### config.mk
export PLATFORM = sky130hd
export DESIGN_NAME = serial_ctl_rx
export DESIGN_NICKNAME = d
export VERILOG_FILES = /design/src/rtl/serial_ctl_pkg.sv /design/src/rtl/serial_ctl_sync.sv /design/src/rtl/serial_ctl_shifter.sv /design/src/rtl/serial_ctl_fields.sv /design/src/rtl/serial_ctl_rx.sv
export SDC_FILE = /design/constraint.sdc
export NUM_CORES = 1
export LEC_CHECK = 0
export BUFFER_PORTS_ARGS = -buffer_cell sky130_fd_sc_hd__buf_2
export CAP_MARGIN = 10
export CORE_AREA = 2 2 69 71
export DETAILED_ROUTE_END_ITERATION = 8
export DIE_AREA = 0 0 71 73
export GPL_ROUTABILITY_DRIVEN = 1
export PLACE_DENSITY = 0.73
export SETUP_SLACK_MARGIN = 0.5
export SLEW_MARGIN = 20
export SYNTH_ARGS = -nofsm -noshare
export SYNTH_HDL_FRONTEND = slang
export SYNTH_HIERARCHICAL = 1
export SYNTH_SLANG_ARGS = --single-unit
### constraint.sdc
create_clock -name clk -period 1.8 [get_ports clk]
set_clock_uncertainty 0.05 [all_clocks]
set_input_delay 0.18 -clock clk [delete_from_list [all_inputs] [get_ports clk]]
set_output_delay 0.18 -clock clk [all_outputs]
set_load 0.05 [all_outputs]
### src/rtl/serial_ctl_pkg.sv
package serial_ctl_pkg;

  // field widths of the control word
  localparam int unsigned SC_ADDR_W = 2;
  localparam int unsigned SC_DIV_W  = 14;
  localparam int unsigned SC_BAND_W = 1;
  localparam int unsigned SC_REF_W  = 2;
  localparam int unsigned SC_GPO_W  = 2;

  localparam int unsigned SC_FRAME_LEN =
    SC_ADDR_W + SC_DIV_W + SC_BAND_W + SC_REF_W + SC_GPO_W;

  // bit positions inside the shifted word (last received bit lands at 0)
  localparam int unsigned SC_GPO_LSB  = 0;
  localparam int unsigned SC_REF_LSB  = SC_GPO_LSB + SC_GPO_W;
  localparam int unsigned SC_BAND_LSB = SC_REF_LSB + SC_REF_W;
  localparam int unsigned SC_DIV_LSB  = SC_BAND_LSB + SC_BAND_W;
  localparam int unsigned SC_ADDR_LSB = SC_DIV_LSB + SC_DIV_W;

  // counter saturates one above the frame length so over-long frames stay detectable
  localparam int unsigned SC_CNT_W = $clog2(SC_FRAME_LEN + 2);

  typedef struct packed {
    logic [SC_DIV_W-1:0] div;
    logic                fm;
    logic [SC_REF_W-1:0] refsel;
    logic [SC_GPO_W-1:0] gpo;
  } ctl_fields_t;

  function automatic ctl_fields_t unpack_word(input logic [SC_FRAME_LEN-1:0] w);
    ctl_fields_t f;
    f.div    = w[SC_DIV_LSB  +: SC_DIV_W];
    f.fm     = w[SC_BAND_LSB];
    f.refsel = w[SC_REF_LSB  +: SC_REF_W];
    f.gpo    = w[SC_GPO_LSB  +: SC_GPO_W];
    return f;
  endfunction

  function automatic logic [SC_ADDR_W-1:0] word_addr(input logic [SC_FRAME_LEN-1:0] w);
    return w[SC_ADDR_LSB +: SC_ADDR_W];
  endfunction

endpackage

### src/rtl/serial_ctl_sync.sv
// Multi-lane synchronizer; also provides each lane delayed by one more
// cycle so the caller can detect edges.
module serial_ctl_sync #(
  parameter int unsigned STAGES = 2,
  parameter int unsigned LANES  = 3
) (
  input  logic             clk,
  input  logic             rst_n,
  input  logic [LANES-1:0] lane_in,
  output logic [LANES-1:0] lane_cur,
  output logic [LANES-1:0] lane_prev
);

  localparam int unsigned DEPTH = STAGES + 1;

  logic [LANES-1:0] pipe_q [DEPTH];
  logic [LANES-1:0] pipe_d [DEPTH];

  genvar s;
  generate
    for (s = 0; s < DEPTH; s++) begin : g_stage
      if (s == 0) begin : g_first
        always_comb pipe_d[s] = lane_in;
      end else begin : g_next
        always_comb pipe_d[s] = pipe_q[s-1];
      end

      always_ff @(posedge clk or negedge rst_n) begin
        if (!rst_n) begin
          pipe_q[s] <= '0;
        end else begin
          pipe_q[s] <= pipe_d[s];
        end
      end
    end
  endgenerate

  assign lane_cur  = pipe_q[STAGES-1];
  assign lane_prev = pipe_q[STAGES];

endmodule

### src/rtl/serial_ctl_shifter.sv
// Shift register and saturating bit counter for one frame.
module serial_ctl_shifter
  import serial_ctl_pkg::*;
(
  input  logic                    clk,
  input  logic                    rst_n,
  input  logic                    frame_start,
  input  logic                    bit_strobe,
  input  logic                    bit_val,
  output logic [SC_FRAME_LEN-1:0] word,
  output logic [SC_CNT_W-1:0]     bit_cnt
);

  localparam logic [SC_CNT_W-1:0] CNT_SAT = SC_CNT_W'(SC_FRAME_LEN + 1);

  logic [SC_FRAME_LEN-1:0] word_q, word_d;
  logic [SC_CNT_W-1:0]     cnt_q, cnt_d;
  logic                    word_en, cnt_en;

  always_comb begin
    word_en = 1'b0;
    cnt_en  = 1'b0;
    word_d  = word_q;
    cnt_d   = cnt_q;
    if (frame_start) begin
      cnt_en = 1'b1;
      cnt_d  = '0;
    end else if (bit_strobe) begin
      word_en = 1'b1;
      word_d  = {word_q[SC_FRAME_LEN-2:0], bit_val};
      if (cnt_q != CNT_SAT) begin
        cnt_en = 1'b1;
        cnt_d  = cnt_q + 1'b1;
      end
    end
  end

  always_ff @(posedge clk or negedge rst_n) begin
    if (!rst_n) begin
      word_q <= '0;
    end else if (word_en) begin
      word_q <= word_d;
    end
  end

  always_ff @(posedge clk or negedge rst_n) begin
    if (!rst_n) begin
      cnt_q <= '0;
    end else if (cnt_en) begin
      cnt_q <= cnt_d;
    end
  end

  assign word    = word_q;
  assign bit_cnt = cnt_q;

endmodule

### src/rtl/serial_ctl_fields.sv
// Judges a finished frame and holds the parallel control fields.
module serial_ctl_fields
  import serial_ctl_pkg::*;
#(
  parameter logic [SC_ADDR_W-1:0] DEV_ADDR = 2'b10
) (
  input  logic                    clk,
  input  logic                    rst_n,
  input  logic                    frame_end,
  input  logic [SC_FRAME_LEN-1:0] word,
  input  logic [SC_CNT_W-1:0]     bit_cnt,
  output ctl_fields_t             fields,
  output logic                    upd,
  output logic                    err
);

  localparam logic [SC_CNT_W-1:0] CNT_FULL = SC_CNT_W'(SC_FRAME_LEN);

  ctl_fields_t fields_q, fields_d;
  logic        upd_q, upd_d, err_q, err_d;
  logic        len_ok, addr_ok, fields_en;

  always_comb begin
    len_ok    = (bit_cnt == CNT_FULL);
    addr_ok   = (word_addr(word) == DEV_ADDR);
    fields_en = frame_end && len_ok && addr_ok;
    upd_d     = fields_en;
    err_d     = frame_end && !len_ok;
    fields_d  = fields_en ? unpack_word(word) : fields_q;
  end

  always_ff @(posedge clk or negedge rst_n) begin
    if (!rst_n) begin
      fields_q <= '0;
    end else if (fields_en) begin
      fields_q <= fields_d;
    end
  end

  always_ff @(posedge clk or negedge rst_n) begin
    if (!rst_n) begin
      upd_q <= 1'b0;
      err_q <= 1'b0;
    end else begin
      upd_q <= upd_d;
      err_q <= err_d;
    end
  end

  assign fields = fields_q;
  assign upd    = upd_q;
  assign err    = err_q;

endmodule

### src/rtl/serial_ctl_rx.sv
module serial_ctl_rx
  import serial_ctl_pkg::*;
#(
  parameter logic [SC_ADDR_W-1:0] DEV_ADDR    = 2'b10,
  parameter int unsigned          SYNC_STAGES = 2,
  parameter int unsigned          RST_STAGES  = 2
) (
  input  logic                clk,
  input  logic                rst_n,
  input  logic                ser_dat,
  input  logic                ser_clk,
  input  logic                ser_en,
  output logic [SC_DIV_W-1:0] div_code,
  output logic                band_fm,
  output logic [SC_REF_W-1:0] ref_sel,
  output logic [SC_GPO_W-1:0] gpo,
  output logic                upd_stb,
  output logic                err_stb
);

  localparam int unsigned LANE_DAT = 0;
  localparam int unsigned LANE_CLK = 1;
  localparam int unsigned LANE_EN  = 2;
  localparam int unsigned N_LANES  = 3;

  // reset: asserted at once, released after RST_STAGES clocks
  logic [RST_STAGES-1:0] rst_pipe_q;
  logic                  core_rst_n;

  always_ff @(posedge clk or negedge rst_n) begin
    if (!rst_n) begin
      rst_pipe_q <= '0;
    end else begin
      rst_pipe_q <= {rst_pipe_q[RST_STAGES-2:0], 1'b1};
    end
  end

  assign core_rst_n = rst_pipe_q[RST_STAGES-1];

  logic [N_LANES-1:0] lane_in, lane_cur, lane_prev;

  assign lane_in[LANE_DAT] = ser_dat;
  assign lane_in[LANE_CLK] = ser_clk;
  assign lane_in[LANE_EN]  = ser_en;

  serial_ctl_sync #(
    .STAGES (SYNC_STAGES),
    .LANES  (N_LANES)
  ) u_sync (
    .clk       (clk),
    .rst_n     (core_rst_n),
    .lane_in   (lane_in),
    .lane_cur  (lane_cur),
    .lane_prev (lane_prev)
  );

  logic frame_start, frame_end, bit_strobe;

  always_comb begin
    frame_start = lane_cur[LANE_EN] & ~lane_prev[LANE_EN];
    frame_end   = ~lane_cur[LANE_EN] & lane_prev[LANE_EN];
    bit_strobe  = lane_cur[LANE_CLK] & ~lane_prev[LANE_CLK] & lane_cur[LANE_EN];
  end

  logic [SC_FRAME_LEN-1:0] word;
  logic [SC_CNT_W-1:0]     bit_cnt;

  serial_ctl_shifter u_shift (
    .clk         (clk),
    .rst_n       (core_rst_n),
    .frame_start (frame_start),
    .bit_strobe  (bit_strobe),
    .bit_val     (lane_cur[LANE_DAT]),
    .word        (word),
    .bit_cnt     (bit_cnt)
  );

  ctl_fields_t fields;

  serial_ctl_fields #(
    .DEV_ADDR (DEV_ADDR)
  ) u_fields (
    .clk       (clk),
    .rst_n     (core_rst_n),
    .frame_end (frame_end),
    .word      (word),
    .bit_cnt   (bit_cnt),
    .fields    (fields),
    .upd       (upd_stb),
    .err       (err_stb)
  );

  assign div_code = fields.div;
  assign band_fm  = fields.fm;
  assign ref_sel  = fields.refsel;
  assign gpo      = fields.gpo;

endmodule

==> out/metrics.yaml <==
pwr:
  swShare: 0.218
  p_per_area_nw_per_um2: 982
  p_seq_frac: 0.517
  p_clk_frac: 0.405
  p_int_mw: 2.18
  p_sw_mw: 0.606
  combPwrFrac: 0.078
  ir_worst_vdd_mv: 0.734
  leakage_nw: 1.42
grt:
  overflow: 0
  grt_pass1_vias: 1386
  grtUsageTotal: 0.170
  antenna_found_initial: 0
  grt_first_pass_wirelength_um: 6510
  grt_max_degree: 56
worst_setup_path:
  crit_family: "simple AND/OR/NAND/NOR gates"
  crit_fanout: 12
  crit_buf_inv: 1
  end_kind: "flop"
  path_cells: "nor2b_4 -> nand4_4 -> nor4_4 -> buf_6 -> mux2_2"
  critPathLaunchType: "flop"
  required_ps: 1950
  arrival_ps: 1770
  path_class: "reg -> reg"
  cpPeakStageDelay_ps: 420
  worst_path_max_delay_cell: "dfrtp_1"
floorplan:
  die_x_um: 71
  core_area_um2: 4540
  die_h_um: 73
  row_count: 25
  start_util: 0.483
  die_area_um2: 5180
  ios: 26
timing:
  maxSlewViolCount: 0
  worst_pin_slew_ps: 663
  min_period_over_period: 0.903
  final_hold_viol_count: 0
  min_period_ps: 1630
  fmax_ghz: 0.615
  rsz0062_at_grt: "yes"
  setup_viol: 0
  slew_headroom: 0.558
  finalSetupTns_ps: 0
clock_tree:
  clk_path_buf_depth: 2
  cts_tree: "built"
  htree_levels: 3
  cts_root_buffer: "clkbuf_8"
  numCtsBuffers: 9
  clk_pin_slew_ps: 60
  clkLatencyLatePin_ps: 320
  clock-sinks: 57
routing:
  top_layer_used: "met4"
  routed_wl_um: 3710
  viasPerCell: 5.13
  wire_per_inst_um: 15.2
  wl_met3_um: 134
  drcViolationCount: 0
  routed-via-count: 1252
  drtAntennaViolNets: 0
  drt-initial-drc-count: 95
  wl_met2_um: 1850
  dr.pass1.iters: 4
  met1_length_um: 1640
placement:
  placedCellCount: 217
  numPortBuffers: 25
  gp_congestion: 0.776
  hpwl_um: 2340
worst_hold_path:
  hold_class: "in -> async"
logic_synthesis:
  synth_area_um2: 2190
  postSynthCellCount: 139
  yosys_warnings: 6
  synth_area_per_cell_um2: 15.8
  syn_nets: 146
finish:
  fin_nets: 192
  final_cell_mix: "dfrtp_1, mux2_4, buf_2"
  final_layout_size_suffix_gt1_frac: 0.547
  area_delta_synth_final_pct: 29.4
  antennaDiodeCount: 0
  stdcell_count: 244
  mostFrequentLayoutCell: "dfrtp_1"
job:
  drv_cap: 0
status:
  outcome: "finished, final reports clean"
## registers in the layout, summed over array words and instances, names as in the netlist
register / count
rst_pipe_q: 2
u_fields/err: 1
u_fields/fields: 19
u_fields/upd: 1
u_shift/bit_cnt: 5
u_shift/word: 21
u_sync/lane_cur: 3
u_sync/lane_prev: 2
u_sync/pipe_d: 3
## metal layers
| metal | track usage | vias up |
|---|---|---|
| met1 | 0.207 | 645 |
| li1 | - | 570 |
| met4 | 0.128 | 0 |
| met2 | 0.260 | 29 |
| met5 | 0 | - |
| met3 | 0.0442 | 8 |
## power by group through the flow
stage	sequential [mW]	combinational, mW	clock (mW)
4_1_cts	1.44	0.217	1.16
3_5_place_dp	1.46	0.193	0
2_1_floorplan	1.46	0.144	0
3_3_place_gp	1.46	0.186	0
5_1_grt	1.45	0.236	1.22
6_report	1.44	0.216	1.13
## final timing paths
check                                    from                 end  slack, ps  cells past startpoint
setup / recovery           u_sync/lane_cur[2]  u_fields/fields[9]        170                      5
hold / removal                          rst_n       rst_pipe_q[1]        130                      2
setup reg to reg           u_sync/lane_cur[2]  u_fields/fields[9]        170                      5
hold reg to reg                 rst_pipe_q[0]       rst_pipe_q[1]        300                      0
max in group asynchronous       rst_pipe_q[1]  u_shift/bit_cnt[1]        890                      1
min in group clk                rst_pipe_q[0]       rst_pipe_q[1]        300                      0
## layout make-up
class                      instances  area, um^2
tap                               54        67.6
clock buffer                      13         149
fill                             319        1700
inverter                           2        7.51
sequential                        57        1430
multi-input combinational         73         842
timing repair buffer              42         299
clock inverter                     3        40.0
## what timing repair did
action	in CTS	in global routing
buffers inserted	6	1
hold buffers	4	0
gates resized for setup	18	3
pin swaps	2	1
hold endpoints to repair	5	0
setup endpoints to repair	43	46
## stage by stage
step / power, mW / worst slack (ps) / utilization / hold slack, ps / cell area [um^2]
after floorplan: 1.60 / 251 / - / -166 / 2290
after global placement: 1.64 / 198 / 0.546 / -85.3 / 2480
after detailed placement: 1.65 / 150 / 0.546 / -83.5 / 2480
after CTS: 2.81 / 156 / 0.620 / 115 / 2810
after global routing: 2.91 / 95.2 / 0.625 / 117 / 2840
final: 2.78 / 174 / 0.625 / 129 / 2840
Power figures use the tool's default switching activity.
